[src/rtl/sdlc_tx_pkg.sv]
package sdlc_tx_pkg;
    typedef enum logic [1:0] {
        K_FLAG   = 2'd0,
        K_DATA   = 2'd1,
        K_CRC_HI = 2'd2,
        K_CRC_LO = 2'd3
    } octet_kind_e;

    function automatic logic [7:0] bitrev8(input logic [7:0] v);
        logic [7:0] r;
        for (int i = 0; i < 8; i++) r[i] = v[7-i];
        return r;
    endfunction
endpackage

[src/rtl/sdlc_crc_step.sv]
module sdlc_crc_step #(
    parameter int          CRC_W    = 16,
    parameter logic [15:0] CRC_POLY = 16'h1021
) (
    input  logic [CRC_W-1:0] crc_in,
    input  logic             bit_in,
    output logic [CRC_W-1:0] crc_out
);
    logic fb;
    always_comb begin
        fb      = crc_in[CRC_W-1] ^ bit_in;
        crc_out = {crc_in[CRC_W-2:0], 1'b0} ^ (fb ? CRC_POLY[CRC_W-1:0] : '0);
    end
endmodule

[src/rtl/sdlc_tx_hostregs.sv]
module sdlc_tx_hostregs #(
    parameter int OCTET_W = 8
) (
    input  logic               clk,
    input  logic               rst_n,
    input  logic               sel,
    input  logic               wr,
    input  logic [OCTET_W-1:0] wdata,
    input  logic               take,
    input  logic               latch_set,
    output logic [OCTET_W-1:0] buf_data,
    output logic               buf_full,
    output logic               urun_latch,
    output logic [OCTET_W-1:0] rdata
);
    typedef struct packed {
        logic [OCTET_W-1:0] data;
        logic               full;
        logic               latch;
    } hreg_t;

    hreg_t h_d, h_q;

    always_comb begin
        h_d = h_q;
        if (take)      h_d.full  = 1'b0;
        if (latch_set) h_d.latch = 1'b1;
        if (wr && sel) begin
            h_d.data = wdata;
            h_d.full = 1'b1;
        end
        if (wr && !sel && (wdata[7:6] == 2'b11)) h_d.latch = 1'b0;
    end

    always_ff @(posedge clk or negedge rst_n) begin
        if (!rst_n) begin
            h_q.data  <= '0;
            h_q.full  <= 1'b0;
            h_q.latch <= 1'b1;
        end else begin
            h_q <= h_d;
        end
    end

    always_comb begin
        rdata    = '0;
        if (!sel) begin
            rdata[2] = !h_q.full;
            rdata[6] = h_q.latch;
        end
        buf_data   = h_q.data;
        buf_full   = h_q.full;
        urun_latch = h_q.latch;
    end
endmodule

[src/rtl/sdlc_tx_top.sv]
module sdlc_tx_top #(
    parameter logic [7:0]  FLAG_OCTET = 8'h7E,
    parameter int          STUFF_RUN  = 5,
    parameter int          CRC_W      = 16,
    parameter logic [15:0] CRC_POLY   = 16'h1021
) (
    input  logic       clk,
    input  logic       rst_n,
    input  logic       host_sel,
    input  logic       host_wr,
    input  logic [7:0] host_wdata,
    output logic [7:0] host_rdata,
    output logic       tx_req,
    output logic       tx_sd
);
    import sdlc_tx_pkg::*;

    localparam int OCTET_W = 8;
    localparam int CNT_W   = $clog2(OCTET_W);
    localparam int ONES_W  = $clog2(STUFF_RUN + 1);
    localparam logic [CNT_W-1:0]  LAST_BIT = CNT_W'(OCTET_W - 1);
    localparam logic [ONES_W-1:0] RUN_MAX  = ONES_W'(STUFF_RUN);

    typedef struct packed {
        octet_kind_e        kind;
        logic [OCTET_W-1:0] sh;
        logic [CNT_W-1:0]   cnt;
        logic [ONES_W-1:0]  ones;
        logic [CRC_W-1:0]   crc;
    } ser_t;

    ser_t s_d, s_q;

    logic [OCTET_W-1:0] buf_data;
    logic               buf_full, urun_latch, take, latch_set;
    logic [CRC_W-1:0]   crc_stepped;
    logic               stuff_now, cur_bit;

    sdlc_tx_hostregs #(.OCTET_W(OCTET_W)) u_regs (
        .clk        (clk),
        .rst_n      (rst_n),
        .sel        (host_sel),
        .wr         (host_wr),
        .wdata      (host_wdata),
        .take       (take),
        .latch_set  (latch_set),
        .buf_data   (buf_data),
        .buf_full   (buf_full),
        .urun_latch (urun_latch),
        .rdata      (host_rdata)
    );

    sdlc_crc_step #(.CRC_W(CRC_W), .CRC_POLY(CRC_POLY)) u_crc (
        .crc_in  (s_q.crc),
        .bit_in  (s_q.sh[0]),
        .crc_out (crc_stepped)
    );

    always_comb begin
        s_d       = s_q;
        take      = 1'b0;
        latch_set = 1'b0;
        stuff_now = (s_q.ones == RUN_MAX);
        cur_bit   = s_q.sh[0];

        if (stuff_now) begin
            s_d.ones = '0;
        end else begin
            if (s_q.kind == K_FLAG) s_d.ones = '0;
            else                    s_d.ones = cur_bit ? s_q.ones + 1'b1 : '0;
            if (s_q.kind == K_DATA) s_d.crc = crc_stepped;

            if (s_q.cnt == LAST_BIT) begin
                s_d.cnt = '0;
                unique case (s_q.kind)
                    K_FLAG: begin
                        if (buf_full) begin
                            s_d.kind = K_DATA;
                            s_d.sh   = buf_data;
                            s_d.crc  = '1;
                            take     = 1'b1;
                        end else begin
                            s_d.sh = FLAG_OCTET;
                        end
                    end
                    K_DATA: begin
                        if (buf_full) begin
                            s_d.sh = buf_data;
                            take   = 1'b1;
                        end else if (!urun_latch) begin
                            s_d.kind  = K_CRC_HI;
                            s_d.sh    = bitrev8(~crc_stepped[CRC_W-1 -: 8]);
                            latch_set = 1'b1;
                        end else begin
                            s_d.kind = K_FLAG;
                            s_d.sh   = FLAG_OCTET;
                        end
                    end
                    K_CRC_HI: begin
                        s_d.kind = K_CRC_LO;
                        s_d.sh   = bitrev8(~s_q.crc[7:0]);
                    end
                    default: begin
                        s_d.kind = K_FLAG;
                        s_d.sh   = FLAG_OCTET;
                    end
                endcase
            end else begin
                s_d.cnt = s_q.cnt + 1'b1;
                s_d.sh  = s_q.sh >> 1;
            end
        end
    end

    always_ff @(posedge clk or negedge rst_n) begin
        if (!rst_n) begin
            s_q.kind <= K_FLAG;
            s_q.sh   <= FLAG_OCTET;
            s_q.cnt  <= '0;
            s_q.ones <= '0;
            s_q.crc  <= '1;
        end else begin
            s_q <= s_d;
        end
    end

    assign tx_sd  = stuff_now ? 1'b0 : cur_bit;
    assign tx_req = !buf_full;

    logic [ONES_W-1:0]  mon_ones;
    logic [OCTET_W-1:0] mon_sh;
    logic [1:0]         mon_kind;
    assign mon_ones = s_q.ones;
    assign mon_sh   = s_q.sh;
    assign mon_kind = s_q.kind;
endmodule

[config.mk]
export PLATFORM = sky130hd
export DESIGN_NAME = sdlc_tx_top
export DESIGN_NICKNAME = d
export VERILOG_FILES = /design/src/rtl/sdlc_tx_pkg.sv /design/src/rtl/sdlc_crc_step.sv /design/src/rtl/sdlc_tx_hostregs.sv /design/src/rtl/sdlc_tx_top.sv
export SDC_FILE = /design/constraint.sdc
export NUM_CORES = 1
export LEC_CHECK = 0
export CAP_MARGIN = 20
export CORE_ASPECT_RATIO = 0.6
export CORE_MARGIN = 4
export CORE_UTILIZATION = 50
export CTS_CLUSTER_SIZE = 25
export DETAILED_ROUTE_END_ITERATION = 10
export GPL_TIMING_DRIVEN = 0
export HOLD_SLACK_MARGIN = 0.05
export PLACE_DENSITY_LB_ADDON = 0.3
export SLEW_MARGIN = 20
export SYNTH_ARGS = -nofsm -noshare
export SYNTH_HDL_FRONTEND = slang
export SYNTH_SLANG_ARGS = --single-unit
[constraint.sdc]
create_clock -name clk -period 2.8 [get_ports clk]
set_input_delay 0.84 -clock clk [delete_from_list [all_inputs] [get_ports clk]]
set_output_delay 0.84 -clock clk [all_outputs]
set_load 0.01 [all_outputs]
**Word level (Yosys, flattened, before mapping)**

Cells that the tools add are included.

- Output and inout port bits: 10
- Register bits: 42
- Logic and storage cells: 63

- Reduce and logical (&&, ||, !) cells: 10
- Bitwise logic cells: 5
- Add/subtract/negate cells: 2
- Mux-type cells: 31
- Eq/ne operators: 7

Operators with widths:

| kind | count |
|---|---|
| $mux 16 | 4 |
| $pmux 10 s3 | 1 |
| $mux 1 | 16 |
| $mux 8 | 2 |
| $not 8->8 | 2 |
| $xor 16x16->16 | 1 |
| $mux 13 | 1 |
| $mux 11 | 1 |
| $mux 10 | 1 |
| $mux 3 | 3 |
| $add 3x1->3 const B | 2 |
| $eq 3x3->1 const B | 2 |
| $eq 2x2->1 const B | 2 |
| $mux 2 | 2 |
| $reduce_and 4->1 | 1 |
| $reduce_bool 2->1 | 2 |
| $logic_and 1x1->1 | 3 |
| $eq 2x1->1 const B | 1 |
| $logic_not 1->1 | 2 |
| $logic_not 2->1 | 1 |
| $ne 2x1->1 const B | 1 |
| $ne 2x2->1 const B | 1 |
| $reduce_or 2->1 | 1 |
| $not 1->1 | 1 |
| $xor 1x1->1 | 1 |

**Longest topological paths before layout**

Gate-level depths: netlist (run 1).

- Depth in word-level cells: 8
- Depth in mapped cells: 7
- Gate-level depth less buffers: 5

**Cells and area by module**

From an unflattened synthesis (run 1), not the netlist that was laid out.

- Cell total of the unflattened synthesis: 235
- Area, all modules: 2,376.0 µm²

Modules (own cells, without submodules):

| module | area each (µm²) | cells an instance | instances |
|---|---|---|---|
| sdlc_tx_top | 1,775.5 | 185 | 1 |
| sdlc_tx_hostregs | 439.2 | 33 | 1 |
| sdlc_crc_step | 161.4 | 17 | 1 |

**Worst setup path after synthesis (run 1)**

Ideal clock, no wire load.

- Kind: register -> output
- From: register s_q (netlist bit mon_ones[0])
- To: output port tx_sd
- Arrival: 1.327 ns
- Setup slack: 0.633 ns
- Cell stages (with the launch flop): 5
- Path through: dfrtp_1 -> ha_1 -> nand2_1 -> clkbuf_1 -> and2_1

- Longest elaborated chain between the ends: 2

RTL lines:

| item | line | source |
|---|---|---|
| start: declaration | sdlc_tx_top.sv:32 | `ser_t s_d, s_q;` |
| $eq 3x3->1 | sdlc_tx_top.sv:63 | `stuff_now = (s_q.ones == RUN_MAX);` |
| $mux 1 | sdlc_tx_top.sv:127 | `assign tx_sd = stuff_now ? 1'b0 : cur_bit;` |
| end: declaration | sdlc_tx_top.sv:14 | `output logic tx_sd` |

Every way passes these cells.

**Final worst setup path (run 1)**

Same ends and word-level chain as after synthesis.

==> out/metrics.yaml, run 1 <==
synthesis:
  ys.flop_type: "dfstp_2"
  yosysUniqueCellTypes: 43
  syn-cell-area_um2: 2232
  ys_ff_latch: 42
  yosys-top-cells-area: "dfstp_2 27%, dfrtp_1 21%, nand3_1 5.8%"
  syn_inst: 220
  postSynth.asyncResetShare_pct: 100.0
  avgSynthCellArea_um2: 10.15
  synth_top_area_share_pct: 27.07
  ys_warn_count: 0
  synth_enable_flop_cells: 0
  yosysSeqAreaShare_pct: 48.37
  synth_top_area_cell: "dfstp_2"
placement:
  hpwl_um: 3698
  portBuffers: 15
  place_congestion: 0.8631
floorplanning:
  initial_core_util_pct: 53.00
  dieArea_um2: 5633
  num_rows: 18
  fp.dieW_um: 94.26
  coreArea_um2: 4212
  pin_count: 22
  die_h_um: 59.76
power_and_ir_drop:
  leakage_uw: 0.001165
  pwr_density_cell_nw_per_um2: 1053
  design_power_total_uw: 2745
  ir_drop_uv: 429.2
routing:
  finalWirelength_um: 4893
  via_per_inst: 5.627
  avgRoutedWirePerCell_um: 15.89
  drt_iter0_drc: 140
  first_pass_iters: 5
  drc: 0
  route.vias.total: 1733
  final_antenna_net_count: 0
worst_setup_path:
  arrival_ns: 1.83
  end_kind: "primary output"
  worstReg2RegEnd: "s_q[10]$_DFFE_PN1N_"
  crit_required_ns: 1.96
  critPathKind: "reg -> out"
  r2r_cells: 7
  critPathMaxFanout: 15
  startpoint_type: "flip-flop"
  r2r_start: "s_q[19]$_DFFE_PN0N_"
  regToRegSetupSlack_ns: 0.86
grt:
  grt_pass1_vias: 1657
  antenna_found_initial: 0
  track_usage_pct: 19.89
  grt-ovfl-total: 0
  grt_max_degree: 24
  grt_pass1_wl_um: 8473
sta:
  hold_violations: 0
  setup_violations: 0
  rsz0062_at_grt: "false"
  min_period_ns: 2.667
  drv_slew: 0
  skew_ns: 0.01073
  worst_hold_slack_ns: 0.4786
  post-route-period-util_pct: 95.26
  clock.fmax_mhz: 374.9
cts:
  cts_hold_buf: 0
  cts_max_level: 2
  clkSinkCount: 42
  cts_setup_buffers: 0
  clk_pin_slew_worst_paths_ns: 0.08
  cts_buffers: 5
  cts_buffer_depth: 2
  cts_root_buf: "clkbuf_8"
  tritoncts: "done"
  clock_latency_ns: 0.30
final_layout:
  nets: 263
  drive_above_1_share_pct: 21.37
  antenna_cells: 0
  area_delta_synth_final_pct: 16.76
min_path:
  hold_end: "s_q[20]$_DFFE_PN0N_"
  hp-start: "s_q[20]$_DFFE_PN0N_"
  hold_path_class: "reg -> reg"
  hold_depth: 2
run_status:
  run_status: "completed"
run:
  max_cap_violations: 0
[cells in the mapped netlist, types with 3 or more instances]
cell       number
mux2_2          8
buf_4           7
a21oi_1         6
o21ai_0        21
ha_1            4
mux2i_1         6
inv_1           3
nor2_1          5
nor2b_1         7
o211ai_1        5
dfstp_2        23
nand2_1        12
o21ai_1         6
clkbuf_1       13
nand2b_1        9
nand4bb_1       3
nand3b_1        3
nand3_1        26
a21o_1          6
dfrtp_1        19
[sequential cells by signal (all words and copies together) (netlist names)]
register / count
mon_sh: 8
u_regs.urun_latch: 1
mon_ones: 3
u_regs.buf_full: 1
mon_kind: 2
s_q: 19
u_regs.buf_data: 8
[logic make-up after synthesis]
| logic type | count (synthesis) | synth area share, % |
|---|---|---|
| other | 1 | 0.1680 |
| xor gates and xnor gates | 3 | 1.794 |
| DFF | 42 | 48.37 |
| muxes | 14 | 6.727 |
| adders and majority gates | 4 | 2.242 |
| AOI/OAI and AO/OA | 54 | 14.97 |
| and+or+nand+nor | 77 | 19.95 |
| buffers and inverters | 25 | 5.773 |
[critical path: stages, from the launching register on]
cell and delay (ns):
dfrtp_1 0.41, ha_2 0.24, nand2_4 0.19, and2_1 0.16
clkdlybuf4s50_1 0.53
[metal layers]
layer  GRT usage, %  wire length (um)
met1          30.18              2452
met2          27.92              2065
met3          5.031               333
met4          5.556                41
met5              0                 0
[metrics by stage]
stage               cells  instance area, um2  TNS, ns  setup WS (ns)  utilization, %
global route          308                2606        0        0.04377           61.88
CTS                   308                2597        0       0.007492           61.68
floorplan             225                2251        0         0.6327               -
finish                308                2606        0         0.1326           61.88
global placement      300                2476   -3.867        -0.1994           58.79
detailed placement    301                2499  -0.1534        -0.1507           59.33
[repair_timing]
item                       CTS  global route
gates resized for setup      2             5
setup endpoints to repair    1             3
hold endpoints to repair     0             0
pin swaps                    0             0
[report_power, final]
group          total [uW]  leakage, uW  switching, uW  internal (uW)
combinational        1170     0.000648            635            536
clock                 409    0.0000472            211            198
sequential           1170     0.000470            199            966
[cell type report]
cell class                      count  area (um2)
Clock inverter                      2       12.51
Sequential cell                    42        1080
Buffer                             21       115.1
Inverter                            3       11.26
Tap cell                           60       75.07
Fill cell                         372        1605
Clock buffer                        6       82.58
Timing Repair Buffer               16       177.7
Multi-Input combinational cell    158        1052
[worst max path at each step]
stage                                      from                              to  cells after the start
after detailed placement  mon_ones[0]$_DFF_PN0_                           tx_sd                      5
final                     mon_ones[0]$_DFF_PN0_                           tx_sd                      4
after CTS                              host_sel                   host_rdata[6]                      3
after floorplan           mon_ones[0]$_DFF_PN0_                           tx_sd                      4
after global routing      mon_ones[1]$_DFF_PN0_                           tx_sd                      5
after global placement                    rst_n  u_regs.buf_data[0]$_DFFE_PN0P_                      1
[cell usage in the layout (no fill, tap or decap), types with 3 or more instances in the layout]
master           netlist  routed
a21o_1                 6       6
a21oi_1                6       6
buf_4                  7       7
clkbuf_1              13      11
clkbuf_8               0       6
clkdlybuf4s50_1        0      12
conb_1                 1       6
dfrtp_1               19      19
dfstp_2               23      23
ha_1                   4       3
inv_1                  3       3
mux2_2                 8       8
mux2i_1                6       6
nand2_1               12      11
nand2b_1               9       9
nand3_1               26      26
nand3b_1               3       3
nand4bb_1              3       3
nor2_1                 5       5
nor2b_1                7       7
o211ai_1               5       5
o21ai_0               21      21
o21ai_1                6       6
Note: power is estimated with default switching activity, not from simulation.
==> run 2: changes to the inputs <==
--- a/config.mk
+++ b/config.mk
@@ -10,4 +10,5 @@
 export CORE_MARGIN = 4
 export CORE_UTILIZATION = 50
+export CTS_BUF_LIST = sky130_fd_sc_hd__clkbuf_4 sky130_fd_sc_hd__clkbuf_8 sky130_fd_sc_hd__clkbuf_16
 export CTS_CLUSTER_SIZE = 25
 export DETAILED_ROUTE_END_ITERATION = 10
==> constraint.sdc (replaced) <==
create_clock -name clk -period 2.8 [get_ports clk]
set_input_delay 0.7 -clock clk [delete_from_list [all_inputs] [get_ports clk]]
set_output_delay 0.7 -clock clk [all_outputs]
set_load 0.01 [all_outputs]
==> out/metrics.yaml, run 2 (synthesis results as in run 1) <==
cts:
  clock_latency_ns: 0.30
  cts_root_buf: "clkbuf_8"
  cts_max_level: 2
  cts_setup_buffers: 0
  cts_buffers: 5
  cts_buffer_depth: 2
  clk_pin_slew_worst_paths_ns: 0.09
  tritoncts: "done"
  clkSinkCount: 42
final_layout:
  fin_util_pct: 61.68
  drive_above_1_share_pct: 20.56
  area_delta_synth_final_pct: 16.37
  nets: 263
  antenna_cells: 0
  regMostFlops: "s_q"
  layout_commonest_cell: "nand3_1"
  stdcell_count: 308
  fillers: 373
  largest_reg_flops: 19
  final_cell_mix: "26 x nand3_1, 23 x dfstp_2, 21 x o21ai_0"
sta:
  rsz0062_at_grt: "false"
  hold_violations: 0
  skew_ns: 0.01170
  clock.fmax_mhz: 381.3
  post-route-period-util_pct: 93.67
  setup_slack_ns: 0.1774
  min_period_ns: 2.623
  tns_ns: 0
  drv_slew: 0
  setup_violations: 0
floorplanning:
  num_rows: 18
  coreArea_um2: 4212
  dieArea_um2: 5633
  initial_core_util_pct: 53.00
  fp.dieW_um: 94.26
  die_h_um: 59.76
  pin_count: 22
worst_setup_path:
  cp_cell_sequence: "clkbuf_1 > clkbuf_1 > nor2_1 > clkdlybuf4s50_1"
  crit_slowest_cell: "clkdlybuf4s50_1"
  slowest_delay_ns: 0.49
  crit_required_ns: 2.10
  cp_num_buf_inv: 3
  path_common_cell: "clkbuf_1"
  critPathKind: "reg -> out"
  arrival_ns: 1.92
  startpoint_type: "flip-flop"
  end_kind: "primary output"
  critPathTopFamily: "buffers and inverters"
  critPathMaxFanout: 10
placement:
  preCtsSetupSlack_ns: -0.01069
  hpwl_um: 3698
  dp.cells: 301
  portBuffers: 15
  place_congestion: 0.8631
run_status:
  run_status: "completed"
routing:
  final_antenna_net_count: 0
  finalWirelength_um: 4890
  drt_iter0_drc: 139
  first_pass_iters: 4
  drc: 0
  via_per_inst: 5.617
  avgRoutedWirePerCell_um: 15.88
  route.vias.total: 1730
grt:
  grt_max_degree: 24
  grt_pass1_vias: 1641
  track_usage_pct: 19.78
  grt-ovfl-total: 0
  antenna_found_initial: 0
  grt_pass1_wl_um: 8438
power_and_ir_drop:
  pwr_density_cell_nw_per_um2: 1057
  ir_drop_uv: 429.2
  design_power_total_uw: 2747
  leakage_uw: 0.001129
run:
  max_cap_violations: 0
min_path:
  hold_path_class: "in -> async"
==> run 2: cell types whose count changed in the layout (fill, tap and decap cells not counted) <==
cell / before / now
clkbuf_1: 11 / 12
clkbuf_2: 1 / 0
clkdlybuf4s50_1: 12 / 14
dlymetal6s2s_1: 2 / 0
ha_1: 3 / 4
ha_2: 1 / 0
==> run 2: cell type report <==
| type | count | area (um2) | share of cell area, % |
|---|---|---|---|
| sequential | 42 | 1080 | 41.57 |
| timing repair buffer | 16 | 172.7 | 6.647 |
| clock inverter | 2 | 12.51 | 0.4817 |
| buffer | 21 | 113.9 | 4.383 |
| clock buffer | 6 | 82.58 | 3.179 |
| inverter | 3 | 11.26 | 0.4335 |
| multi-input combinational | 158 | 1050 | 40.41 |
| tap | 60 | 75.07 | 2.890 |
==> run 2: where the power goes <==
part,internal [uW],switching (uW)
Clock,198,215
Sequential,965,197
Combinational,534,637
Total,1700,1050
==> run 2: worst paths after layout <==
path | from | endpoint | slack (ns) | depth (start not counted)
worst max-delay path | u_regs.buf_full$_DFFE_PN0P_ | host_rdata[2] | 0.18 | 4
worst min-delay path | rst_n | s_q[19]$_DFFE_PN0N_ | 0.35 | 1
worst max register to register | s_q[19]$_DFFE_PN0N_ | s_q[10]$_DFFE_PN1N_ | 0.86 | 7
worst min register to register | s_q[20]$_DFFE_PN0N_ | s_q[20]$_DFFE_PN0N_ | 0.48 | 2
max in group asynchronous | rst_n | s_q[10]$_DFFE_PN1N_ | 1.90 | 2
min in group clk | s_q[20]$_DFFE_PN0N_ | s_q[20]$_DFFE_PN0N_ | 0.48 | 2
==> run 2: per-layer routing <==
metal	vias to the layer above	track usage, %	share of wire [%]
li1	826	-	-
met1	847	30.50	50
met2	50	27.62	42
met3	7	4.403	6.7
met4	0	5.556	0.98
met5	-	0	0
==> run 2: per-stage QoR <==
stage | hold slack, ns | instance area [um2]
global placement | 0.4576 | 2476
global route | 0.3791 | 2597
finish | 0.3484 | 2597
floorplan | 0.4044 | 2251
CTS | 0.3652 | 2592
detailed placement | 0.4655 | 2499
==> run 2: what timing repair did <==
action / 4_1_cts / 5_1_grt
endpoints found under the setup margin: 1 / 1
resized for setup: 1 / 1
hold buffers: 0 / 0
==> run 3: changes to the inputs <==
Settings changed: ABC_AREA set to 1.
Clock period 2.8 ns to 3.3 ns, I/O delays scaled along.
==> out/metrics.yaml, run 3 <==
routing:
  route.vias.total: 1746
  via_per_inst: 5.076
  avgRoutedWirePerCell_um: 14.26
  drc: 0
  finalWirelength_um: 4905
  final_antenna_net_count: 0
  first_pass_iters: 6
  drt_iter0_drc: 73
synthesis:
  avgSynthCellArea_um2: 8.842
  ys.flop_type: "dfstp_2"
  syn_inst: 255
  synth_top_area_cell: "dfstp_2"
  yosys-top-cells-area: "dfstp_2 27%, dfrtp_1 21%, nand2_1 9.3%"
  synth_top_area_share_pct: 26.80
  yosysUniqueCellTypes: 31
  synth_enable_flop_cells: 0
  yosysSeqAreaShare_pct: 47.89
  postSynth.asyncResetShare_pct: 100.0
  syn-cell-area_um2: 2255
  ys_warn_count: 0
  synth_most_common_cell: "nand2_1"
  ys_ff_latch: 42
  synthTopCellsByCount: "56 x nand2_1, 29 x inv_1, 23 x dfstp_2, 21 x a21oi_1, 21 x nor2_1"
power_and_ir_drop:
  leakage_uw: 0.001241
  switching_share_pct: 40.15
  p_switching_uw: 968.9
  p_int_uw: 1444
  ir_drop_uv: 573.8
  power_frac_seq_pct: 38.1
  design_power_total_uw: 2413
  power_frac_comb_pct: 47.4
  clockPowerShare_pct: 14.5
  pwr_density_cell_nw_per_um2: 922.2
cts:
  cts_resized: 0
  clock_latency_ns: 0.30
  cts_max_level: 2
  cts_setup_buffers: 0
  clk_pin_slew_worst_paths_ns: 0.08
  clkSinkCount: 42
  cts_root_buf: "clkbuf_8"
  cts_buffers: 5
  cts_buffer_depth: 2
  tritoncts: "done"
  cts_hold_buf: 0
sta:
  min_period_ns: 2.792
  post-route-period-util_pct: 84.61
  drv_slew: 0
  tns_ns: 0
  hold_violations: 0
  setup_violations: 0
  clock.fmax_mhz: 358.2
  skew_ns: 0.008798
  rsz0062_at_grt: "false"
grt:
  grt_pass1_vias: 1721
  grt-ovfl-total: 0
  antenna_found_initial: 0
  track_usage_pct: 19.40
  grt_max_degree: 24
  grt_pass1_wl_um: 8176
run_status:
  run_status: "completed"
final_layout:
  fin_util_pct: 61.79
  area_delta_synth_final_pct: 16.04
  largest_reg_flops: 19
  nets: 299
  regMostFlops: "s_q"
  antenna_cells: 0
  layout_commonest_cell: "nand2_1"
  fin_area_um2: 2616
  final_cell_mix: "56 x nand2_1, 29 x inv_1, 23 x dfstp_2"
  drive_above_1_share_pct: 26.41
worst_setup_path:
  cp_cell_sequence: "clkdlybuf4s50_1 > nor2_1 > clkdlybuf4s50_1"
  critPathKind: "in -> out"
  arrival_ns: 1.97
  crit_slowest_cell: "clkdlybuf4s50_1"
  slowest_delay_ns: 0.55
  end_kind: "primary output"
  path_common_cell: "clkdlybuf4s50_1"
  critPathMaxFanout: 4
  crit_required_ns: 2.47
  critPathTopFamily: "buffers and inverters"
  startpoint_type: "input pin"
  cp_num_buf_inv: 2
floorplanning:
  num_rows: 18
  initial_core_util_pct: 53.25
  die_h_um: 60.02
  dieArea_um2: 5683
  fp.dieW_um: 94.69
  coreArea_um2: 4234
  pin_count: 22
placement:
  place_congestion: 0.8452
  hpwl_um: 3698
  dpl_cell_area_um2: 2521
  portBuffers: 15
min_path:
  hold_path_class: "reg -> reg"
run:
  max_cap_violations: 0
==> run 3: cell count changes after synthesis, sizes merged, moves of 11 or more <==
| cell | before | now |
|---|---|---|
| nor2 | 5 | 23 |
| inv | 3 | 33 |
| clkbuf | 13 | 1 |
| nand3 | 26 | 13 |
| a21oi | 6 | 21 |
| nand2 | 12 | 62 |
| o211ai | 5 | 16 |
==> run 3: power groups by stage <==
stage                     clock network (uW)  logic [uW]  registers [uW]
after CTS                                361        1150             919
final                                    350        1140             920
after global placement                     0        1100             922
after floorplan                            0         876             900
after detailed placement                   0        1140             928
after global routing                     388        1290             941
==> run 3: metrics by stage <==
stage          hold slack [ns]  cells  setup slack (ns)
3_5_place_dp            0.4719    336            0.5100
2_1_floorplan           0.4389    260             1.481
4_1_cts                 0.4829    344            0.4957
5_1_grt                 0.4884    344            0.4443
3_3_place_gp            0.4574    335            0.3391
6_report                0.4744    344            0.5079
==> run 3: worst paths after layout <==
check,from,cells after the start,slack [ns],end
max,host_sel,3,0.51,host_rdata[2]
min,mon_ones[0]$_DFF_PN0_,1,0.47,mon_ones[0]$_DFF_PN0_
max reg2reg,s_q[19]$_DFFE_PN0N_,7,1.58,mon_kind[1]$_DFFE_PN0P_
min reg2reg,mon_ones[0]$_DFF_PN0_,1,0.47,mon_ones[0]$_DFF_PN0_
max in group asynchronous,rst_n,2,2.26,s_q[7]$_DFFE_PN1N_
min in group asynchronous,rst_n,1,0.48,mon_ones[2]$_DFF_PN0_
==> run 3: per-layer routing <==
layer	wire length, um	share of wire (%)	GRT usage, %	up-vias
li1	-	-	-	867
met1	2346	48	28.32	824
met2	2200	45	28.46	48
met3	315	6.4	5.031	7
met4	42	0.86	5.544	0
met5	0	0	0	-
==> run 3: area by class of cell <==
cell class,instances,area (um2)
clock inverter,1,5.005
fill,383,1618
tap,60,75.07
buffer,15,118.9
sequential,42,1080
inverter,34,133.9
clock buffer,7,90.09
timing repair buffer,16,172.7
multi-input combinational,169,940.9
==> run 3: kinds of logic (layout without fill, tap and decap cells) <==
group | Yosys count | after routing | share of synthesized area (%)
AOI/OAI and AO/OA | 55 | 55 | 16.54
xor gates and xnor gates | 3 | 3 | 1.166
and+or+nand+nor | 100 | 100 | 20.31
adders and majority gates | 4 | 4 | 2.220
DFF | 42 | 42 | 47.89
other | 1 | 6 | 0.1663
muxes | 1 | 1 | 0.4994
buffers and inverters | 49 | 73 | 11.21
